[src/rtl/serial_port_4m.sv]
module serial_port_4m #(
  parameter int M0_DIV = 12
) (
  input  logic       clk,
  input  logic       rst_n,
  input  logic [1:0] mode,
  input  logic       slow2,
  input  logic       baud_tick,
  input  logic       wr_en,
  input  logic [7:0] wr_data,
  input  logic       tx_bit9,
  input  logic       m0_rx_go,
  input  logic       tx_clr,
  input  logic       rx_clr,
  input  logic       dq_in,
  output logic       dq_out,
  output logic       dq_oe,
  output logic       txd,
  output logic [7:0] rx_byte,
  output logic       rx_bit9,
  output logic       tx_done,
  output logic       rx_done
);
  localparam logic [3:0] M0_LAST = 4'(M0_DIV - 1);
  localparam logic [3:0] M0_HALF = 4'(M0_DIV / 2);

  logic [1:0]  rx_sync, pre, vote;
  logic [3:0]  m0_cnt, tx_ph, tx_left, rx_ph, rx_idx;
  logic [10:0] tx_sr;
  logic [7:0]  rx_sr;
  logic        tx_busy, rx_busy, b9_tmp;

  wire m0     = (mode == 2'd0);
  wire rx_s   = rx_sync[1];
  wire tick16 = (mode == 2'd2) ? (slow2 ? (pre == 2'd3) : pre[0]) : baud_tick;
  wire m0_act = m0 && (tx_busy || rx_busy);
  wire m0_end = m0_act && (m0_cnt == M0_LAST);
  wire sck    = !(m0_act && (m0_cnt < M0_HALF));
  wire tx_step = tx_busy && (m0 ? m0_end : (tick16 && tx_ph == 4'd15));
  wire maj    = (vote[0] & vote[1]) | (vote[0] & rx_s) | (vote[1] & rx_s);
  wire rx_go_ok = m0 && m0_rx_go && !tx_busy && !wr_en && !rx_busy && !rx_done;

  assign txd    = m0 ? sck : (tx_busy ? tx_sr[0] : 1'b1);
  assign dq_out = tx_sr[0];
  assign dq_oe  = m0 && tx_busy;

  always_ff @(posedge clk or negedge rst_n)
    if (!rst_n) begin
      rx_sync <= 2'b11;
      pre     <= '0;
      m0_cnt  <= '0;
    end else begin
      rx_sync <= {rx_sync[0], dq_in};
      pre     <= pre + 2'd1;
      if (!m0_act || m0_cnt == M0_LAST) m0_cnt <= '0;
      else m0_cnt <= m0_cnt + 4'd1;
    end

  always_ff @(posedge clk or negedge rst_n)
    if (!rst_n) begin
      tx_busy <= 1'b0;
      tx_sr   <= '1;
      tx_left <= '0;
      tx_ph   <= '0;
      tx_done <= 1'b0;
    end else begin
      if (tx_clr) tx_done <= 1'b0;
      if (wr_en && !tx_busy && !(m0 && rx_busy)) begin
        tx_busy <= 1'b1;
        tx_ph   <= '0;
        if (m0) begin
          tx_sr   <= {3'b111, wr_data};
          tx_left <= 4'd8;
        end else begin
          tx_sr   <= {1'b1, (mode == 2'd1) ? 1'b1 : tx_bit9, wr_data, 1'b0};
          tx_left <= (mode == 2'd1) ? 4'd10 : 4'd11;
        end
      end else if (tx_busy) begin
        if (!m0 && tick16) tx_ph <= tx_ph + 4'd1;
        if (tx_step) begin
          tx_sr   <= {1'b1, tx_sr[10:1]};
          tx_left <= tx_left - 4'd1;
          if (!m0 && tx_left == 4'd2) tx_done <= 1'b1;
          if (tx_left == 4'd1) begin
            tx_busy <= 1'b0;
            if (m0) tx_done <= 1'b1;
          end
        end
      end
    end

  always_ff @(posedge clk or negedge rst_n)
    if (!rst_n) begin
      rx_busy <= 1'b0;
      rx_ph   <= '0;
      rx_idx  <= '0;
      rx_sr   <= '0;
      vote    <= '0;
      b9_tmp  <= 1'b0;
      rx_byte <= '0;
      rx_bit9 <= 1'b0;
      rx_done <= 1'b0;
    end else begin
      if (rx_clr) rx_done <= 1'b0;
      if (m0) begin
        if (!rx_busy) begin
          if (rx_go_ok) begin
            rx_busy <= 1'b1;
            rx_idx  <= '0;
          end
        end else begin
          if (m0_cnt == M0_HALF - 4'd1) rx_sr <= {rx_s, rx_sr[7:1]};
          if (m0_end) begin
            rx_idx <= rx_idx + 4'd1;
            if (rx_idx == 4'd7) begin
              rx_busy <= 1'b0;
              rx_byte <= rx_sr;
              rx_done <= 1'b1;
            end
          end
        end
      end else if (tick16) begin
        if (!rx_busy) begin
          if (!rx_s) begin
            rx_busy <= 1'b1;
            rx_ph   <= 4'd1;
            rx_idx  <= '0;
          end
        end else begin
          rx_ph <= rx_ph + 4'd1;
          if (rx_ph == 4'd7) vote[0] <= rx_s;
          if (rx_ph == 4'd8) vote[1] <= rx_s;
          if (rx_ph == 4'd15) rx_idx <= rx_idx + 4'd1;
          if (rx_ph == 4'd9) begin
            if (rx_idx == 4'd0) begin
              if (maj) rx_busy <= 1'b0;
            end else if (rx_idx <= 4'd8) begin
              rx_sr <= {maj, rx_sr[7:1]};
            end else if (rx_idx == 4'd9 && mode != 2'd1) begin
              b9_tmp <= maj;
            end else begin
              rx_busy <= 1'b0;
              rx_byte <= rx_sr;
              rx_bit9 <= (mode == 2'd1) ? maj : b9_tmp;
              rx_done <= 1'b1;
            end
          end
        end
      end
    end

  p_tx_hold_r7: assert property (@(posedge clk) disable iff (!rst_n)
    tx_done && !tx_clr |=> tx_done);
  p_rx_hold_r7: assert property (@(posedge clk) disable iff (!rst_n)
    rx_done && !rx_clr |=> rx_done);
  p_tx_set_from_frame_r7: assert property (@(posedge clk) disable iff (!rst_n)
    $rose(tx_done) |-> $past(tx_busy));
  p_rx_set_from_frame_r5: assert property (@(posedge clk) disable iff (!rst_n)
    $rose(rx_done) |-> $past(rx_busy));
  p_oe_only_m0_r1: assert property (@(posedge clk) disable iff (!rst_n)
    dq_oe |-> mode == 2'd0);
  p_sck_low_wide_r1: assert property (@(posedge clk) disable iff (!rst_n)
    (m0 && $fell(txd)) |=> !txd);
  p_idle_line_r10: assert property (@(posedge clk) disable iff (!rst_n)
    (!m0 && !tx_busy) |-> txd);
endmodule

[config.mk]
export PLATFORM = sky130hd
export DESIGN_NAME = serial_port_4m
export DESIGN_NICKNAME = d
export VERILOG_FILES = /design/src/rtl/serial_port_4m.sv
export SDC_FILE = /design/constraint.sdc
export NUM_CORES = 1
export LEC_CHECK = 0
export ABC_AREA = 1
export BUFFER_PORTS_ARGS = -buffer_cell sky130_fd_sc_hd__buf_4
export CORE_MARGIN = 3
export CORE_UTILIZATION = 53
export CTS_CLUSTER_SIZE = 20
export DETAILED_ROUTE_END_ITERATION = 16
export GPL_TIMING_DRIVEN = 0
export PLACE_DENSITY = 0.8
export SYNTH_ARGS = -nofsm -noshare
export SYNTH_HDL_FRONTEND = slang
export SYNTH_SLANG_ARGS = --single-unit
[constraint.sdc]
create_clock -name clk -period 1.7 [get_ports clk]
set_clock_uncertainty 0.2 [all_clocks]
set_input_delay 0.255 -clock clk [delete_from_list [all_inputs] [get_ports clk]]
set_output_delay 0.255 -clock clk [all_outputs]
set_load 0.01 [all_outputs]
=== Word-level counts from Yosys, hierarchy flattened ===
Cells that the tools add are included.

* Logic and storage cells: 191
* Register bits after elaboration: 59
* Input port bits: 20
* Output and inout bits: 14

* Reduce and logical (&&, ||, !) cells: 45
* Bitwise gates (word level): 9
* Multiplexer cells: 83
* Eq/ne operators: 28
* Order comparisons: 2
* Add/sub/neg operators: 6

{| class="wikitable"
|+ Operators by type and width
! kind !! count
|-
| $mux 8 || 18
|-
| $mux 4 || 17
|-
| $mux 1 || 43
|-
| $mux 11 || 3
|-
| $eq 4x4->1 const B || 6
|-
| $reduce_and 7->1 || 3
|-
| $logic_and 1x1->1 || 17
|-
| $add 4x1->4 const B || 4
|-
| $eq 4x3->1 const B || 3
|-
| $reduce_bool 2->1 || 6
|-
| $mux 10 || 1
|-
| $ne 2x1->1 const B || 5
|-
| $ne 2x2->1 const B || 5
|-
| $reduce_and 9->1 || 1
|-
| $logic_not 1->1 || 8
|-
| $reduce_and 4->1 || 2
|-
| $ne 3x1->1 const B || 2
|-
| $ne 3x2->1 const B || 2
|-
| $reduce_and 5->1 || 1
|-
| $eq 2x2->1 const B || 2
|-
| $eq 4x1->1 const B || 1
|-
| $eq 4x2->1 const B || 1
|-
| $le 4x4->1 const B || 1
|-
| $logic_not 4->1 || 1
|-
| other kinds (12) || 20
|}

=== Logic depth before layout (Yosys ltp) ===
* Word-level depth: 9
* Gate-level depth with buffers: 12
* Mapped depth without buffers: 12

=== Worst setup path before layout ===
OpenSTA, ideal clock, no wires.

* Path type: reg-to-reg
* Start point: register rx_idx[0]
* End point: register rx_byte[0]
* Library setup time: 0.117 ns
* Path slack: -0.054 ns
* Buffers on the path: 0
* Data arrival time: 1.437 ns
* Cell stages (with the launch flop): 11
* Cell sequence: dfrtp_1 > inv_1 > ha_1 > inv_1 > nor2_1 > nor2_1 > nand2_1 > o21ai_4 > nand2_4 > nand2_1 > nand2_1

* Longest elaborated chain between the ends: 4

{| class="wikitable"
|+ RTL lines
! element !! RTL line !! source
|-
| from (decl) || 28 || <nowiki>logic [3:0] m0_cnt, tx_ph, tx_left, rx_ph, rx_idx;</nowiki>
|-
| from (signal assigned) || 114 || <nowiki>rx_idx <= rx_idx + 4'd1;</nowiki>
|-
| from (signal assigned) || 133 || <nowiki>if (rx_ph == 4'd15) rx_idx <= rx_idx + 4'd1;</nowiki>
|-
| parallel branches: the longest is 3 deep, another holds $le 4x4->1 || n/a ||
|-
| $reduce_and 9->1 (no line) (*) || n/a ||
|-
| to (signal assigned) || 117 || <nowiki>rx_byte <= rx_sr;</nowiki>
|-
| to (signal assigned) || 143 || <nowiki>rx_byte <= rx_sr;</nowiki>
|-
| to (decl) || 19 || <nowiki>output logic [7:0] rx_byte,</nowiki>
|}

Mark *: on every way between the ends.
A chain may end at the register's enable or synchronous reset.

=== Worst setup path in the final report ===
* Start point: register rx_busy
* End point: register tx_sr[0]

* Longest elaborated chain between the ends: 7

{| class="wikitable"
|+ RTL lines
! element !! RTL line !! source
|-
| from (decl) || 31 || <nowiki>logic tx_busy, rx_busy, b9_tmp;</nowiki>
|-
| from (signal assigned) || 94 || <nowiki>rx_busy <= 1'b0;</nowiki>
|-
| from (signal assigned) || 108 || <nowiki>rx_busy <= 1'b1;</nowiki>
|-
| from (signal assigned) || 116 || <nowiki>rx_busy <= 1'b0;</nowiki>
|-
| $logic_or 1x1->1 || 36 || <nowiki>wire m0_act = m0 && (tx_busy || rx_busy);</nowiki>
|-
| $logic_and 1x1->1 || 36 ||
|-
| $logic_and 1x1->1 || 37 || <nowiki>wire m0_end = m0_act && (m0_cnt == M0_LAST);</nowiki>
|-
| $mux 1 || 39 || <nowiki>wire tx_step = tx_busy && (m0 ? m0_end : (tick16 && tx_ph == 4'd15));</nowiki>
|-
| $logic_and 1x1->1 || 39 ||
|-
| $reduce_bool 2->1 (no line) || n/a ||
|-
| $reduce_and 2->1 (no line) || n/a ||
|-
| to (signal assigned) || 72 || <nowiki>tx_sr <= {3'b111, wr_data};</nowiki>
|-
| to (signal assigned) || 75 || <nowiki>tx_sr <= {1'b1, (mode == 2'd1) ? 1'b1 : tx_bit9, wr_data, 1'b0};</nowiki>
|-
| to (signal assigned) || 81 || <nowiki>tx_sr <= {1'b1, tx_sr[10:1]};</nowiki>
|-
| to (decl) || 29 || <nowiki>logic [10:0] tx_sr;</nowiki>
|}

Several ways; a longest one is shown, not always the timed one.

==> impl_results.md <==
- Worst reg-to-reg setup slack: -0.19 ns
- Slowest CP cell: dfrtp_2
- Non-filler cells, final: between 500 and 600
- Area grow syn2layout: 44.1%
- Post-synthesis compound-gate area fraction: slightly below 7%
- Area contributors post-synth: dfrtp_1 (35%), nand2_1 (18%), dfstp_2 (9.6%)
- Minimum clock period after layout: about 1.9 ns
- Failing checks: setup timing
- Crit path DAT: 2.01 ns
- Critical Path Source Type: register
- Placed cells: about 530
- Worst vdd ir: around 760 uV
- Hold WS: around 0.020 ns
- Mapped cell area: 0.00329 mm2
- Row count: 28
- CTS Buffer Depth: 2
- Critical path class: register to register
- PortBufs: 33
- TritonCTS clock tree: done
- Final Net Count: approximately 540
- Fmax: between 0.5 and 0.6 GHz
- Synth area leader: dfrtp_1
- CP peak stage delay: between 0.4 and 0.5 ns
- Post-Synth Simple-Gate Area: a little over a third
- GRT Util Overall: about 26%
- Setup TNS: -4.29 ns
- Largest net degree at the start of global routing: between 50 and 60
- Via/cell ratio: 6.05
- Post-Synth XOR/XNOR Area: 1.86%
- PD cells: 1290 mW/mm2
- Max-slew violations: 0
- Wire length per cell: about 19 um
- Final hold viol count: 0
- Post-Synth Adder-Cell Area: under 10%
- Cells along the critical path: inv_6, buf_4, nor2_4, nor2_2, nand2_4, buf_4, nand2_1, o21ai_1, nand2_4, nand2_2
- Slew at the pin with the worst max-slew slack: roughly 0.75 ns
- Synth Instances: around 420
- Drt initial violations: around 480
- CTS Sinks: 58
- Util after Layout: 79.7%
- Most used DFF post-synth: dfrtp_1
- Hpwl dp: 5.01 mm
- Mux cell area share after synthesis: 0%
- Mean Syn Cell Area: about 7.8 um2
- Worst Path Required: 1.82 ns
- N_diodes: 0
- Initial Util: a little under three fifths
- LEAKAGE: 2.42 nW
- Grt ovf: 0
- Number of detailed-route iterations in the first pass: 6
- Multi-input logic area: between 0.002 and 0.0025 mm2
- Core footprint: around 0.0060 mm2
- Buf+Inv Stages, Crit Path: 3
- Ys async rst share: 100%
- Most common cell in the netlist: nand2_1
- Flops & latches, synth: 58
- Ys Warns: 0
- Clock root buffer: clkbuf_8
- Routability congestion estimate: between 0.8 and 0.9
- Rel. slew slack: 50.3%
- Synth Net Count: around 460
- Layout cells sized above 1: a little over two fifths
- Die width: ~85 um
- WL final: roughly 11 mm
- Setup-failing EPs final: 38
- WL met2: 5.23 mm
- CTS clk-pin slew, worst paths: about 0.08 ns
- Final period utilization: 111%
- Worst Hold Class: primary input to register
- Htree depth: 3
- Initial antenna violation count: 0
- Unrepaired setup endpoints after global routing: yes
- Max-cap violations: 0
- Die footprint: 0.00719 mm2
- Ports: 34
- FF/Latch Area: roughly 0.0015 mm2
- Max Used Layer: met4
- Height of the die: roughly 85 um
- Register area share after synthesis: approximately 45%
- EDFF count, synth: 0
- Via Count: 3,567
- Outcome: complete, but fails checks
- Distinct cells, synth: 31
- Number of global-route vias before repair: approximately 3,100
- Crit path max fanout: 10
- Commonest cells post-synth: nand2_1 (160), nand3_1 (54), dfrtp_1 (46)
- Final ANT Viol Nets: 0
- Worst setup EP type: register
- Top Family by Delay on Critical Path: simple AND/OR/NAND/NOR gates
- Number of buffers created by CTS: 9
- Yosys top cell area share: between 30% and 40%
- Slack of the critical path: -0.193 ns
- Met3 Wirelength: roughly 1.2 mm
- Clock Latency Late Sink: roughly 0.37 ns
- First-pass GRT wire length: approximately 15 mm
- WL met1: approximately 4.2 mm
- DRC violations left: 0
- Layout fillers: roughly 340
- Main combinational cell family by area after synthesis: simple AND/OR/NAND/NOR gates
layer usage:
metal,vias up,GRT usage [%]
li1,1533,-
met1,1642,33.3
met2,305,42.0
met3,87,4.27
met4,0,11.7
met5,-,0
sequential cells by signal, indices dropped and copies added (netlist names):
| name | flops |
|---|---|
| b9_tmp | 1 |
| m0_cnt | 4 |
| pre | 2 |
| rx_bit9 | 1 |
| rx_busy | 1 |
| rx_byte | 8 |
| rx_done | 1 |
| rx_idx | 4 |
| rx_ph | 4 |
| rx_sr | 8 |
| rx_sync | 2 |
| tx_busy | 1 |
| tx_done | 1 |
| tx_left | 4 |
| tx_ph | 4 |
| tx_sr | 10 |
| vote | 2 |
path summary, 6_finish.rpt:
check,from,to,depth (start not counted)
setup / recovery,rx_busy,tx_sr[0],10
max in group asynchronous,rst_n,rx_idx[3],2
min in group asynchronous,rst_n,tx_done,2
hold reg to reg,rx_sync[0],rx_sync[1],0
setup reg to reg,rx_busy,tx_sr[0],10
hold / removal,wr_data[6],tx_sr[7],5
per-stage QoR:
step | area, um2 | total power, W | setup WS [ns]
after floorplan | 3290 | 0.00313 | -0.0364
after global placement | 3640 | 0.00348 | -0.241
after detailed placement | 3640 | 0.00357 | -0.248
after CTS | 4370 | 0.00550 | -0.0423
after global routing | 4740 | 0.00644 | -0.267
final | 4740 | 0.00614 | -0.193
worst min-delay path, cell delays in order:
cell and delay (ns):
buf_4 0.08, nand2_1 0.04, nand2_1 0.05, nand2_1 0.06, nand3_2 0.07
cells by family (layout without fill, tap and decap cells):
group	count (synthesis)	after routing
and+or+nand+nor	258	260
DFF	58	58
xor gates and xnor gates	7	7
buffers and inverters	46	136
AOI/OAI and AO/OA	41	41
adders and majority gates	13	13
cell type report:
cell class | count | share of cell area, %
Sequential cell | 58 | 31.0
Inverter | 35 | 3.03
Timing Repair Buffer | 74 | 13.6
Multi-Input combinational cell | 321 | 43.0
Clock inverter | 4 | 1.53
Tap cell | 75 | 1.98
Buffer | 11 | 2.43
Clock buffer | 12 | 3.48
power breakdown:
group          internal (W)  switching, W  leakage [nW]
registers           0.00179      0.000343         0.723
logic               0.00103       0.00143          1.57
clock network      0.000943      0.000614         0.119
placed cells by master, fill, tap and decap left out, types with 7 or more instances in the layout:
cell,n
buf_4,62
buf_6,7
clkbuf_8,12
dfrtp_1,43
dfstp_2,12
inv_1,22
inv_2,9
nand2_1,126
nand2_2,28
nand2_4,12
nand3_1,38
nand3_2,14
nor2_1,17
nor2_4,7
o21ai_0,12
o21ai_1,12
o21ai_4,7
repair_timing:
item / in CTS / in global routing
pin swaps: 36 / 34
buffers inserted: 27 / 8
endpoints found under the setup margin: 45 / 45
gates resized for setup: 58 / 86
endpoints found under the hold margin: 49 / 0
hold buffers: 4 / 0
cloned: 3 / 2
(Power assumes the default switching activity.)
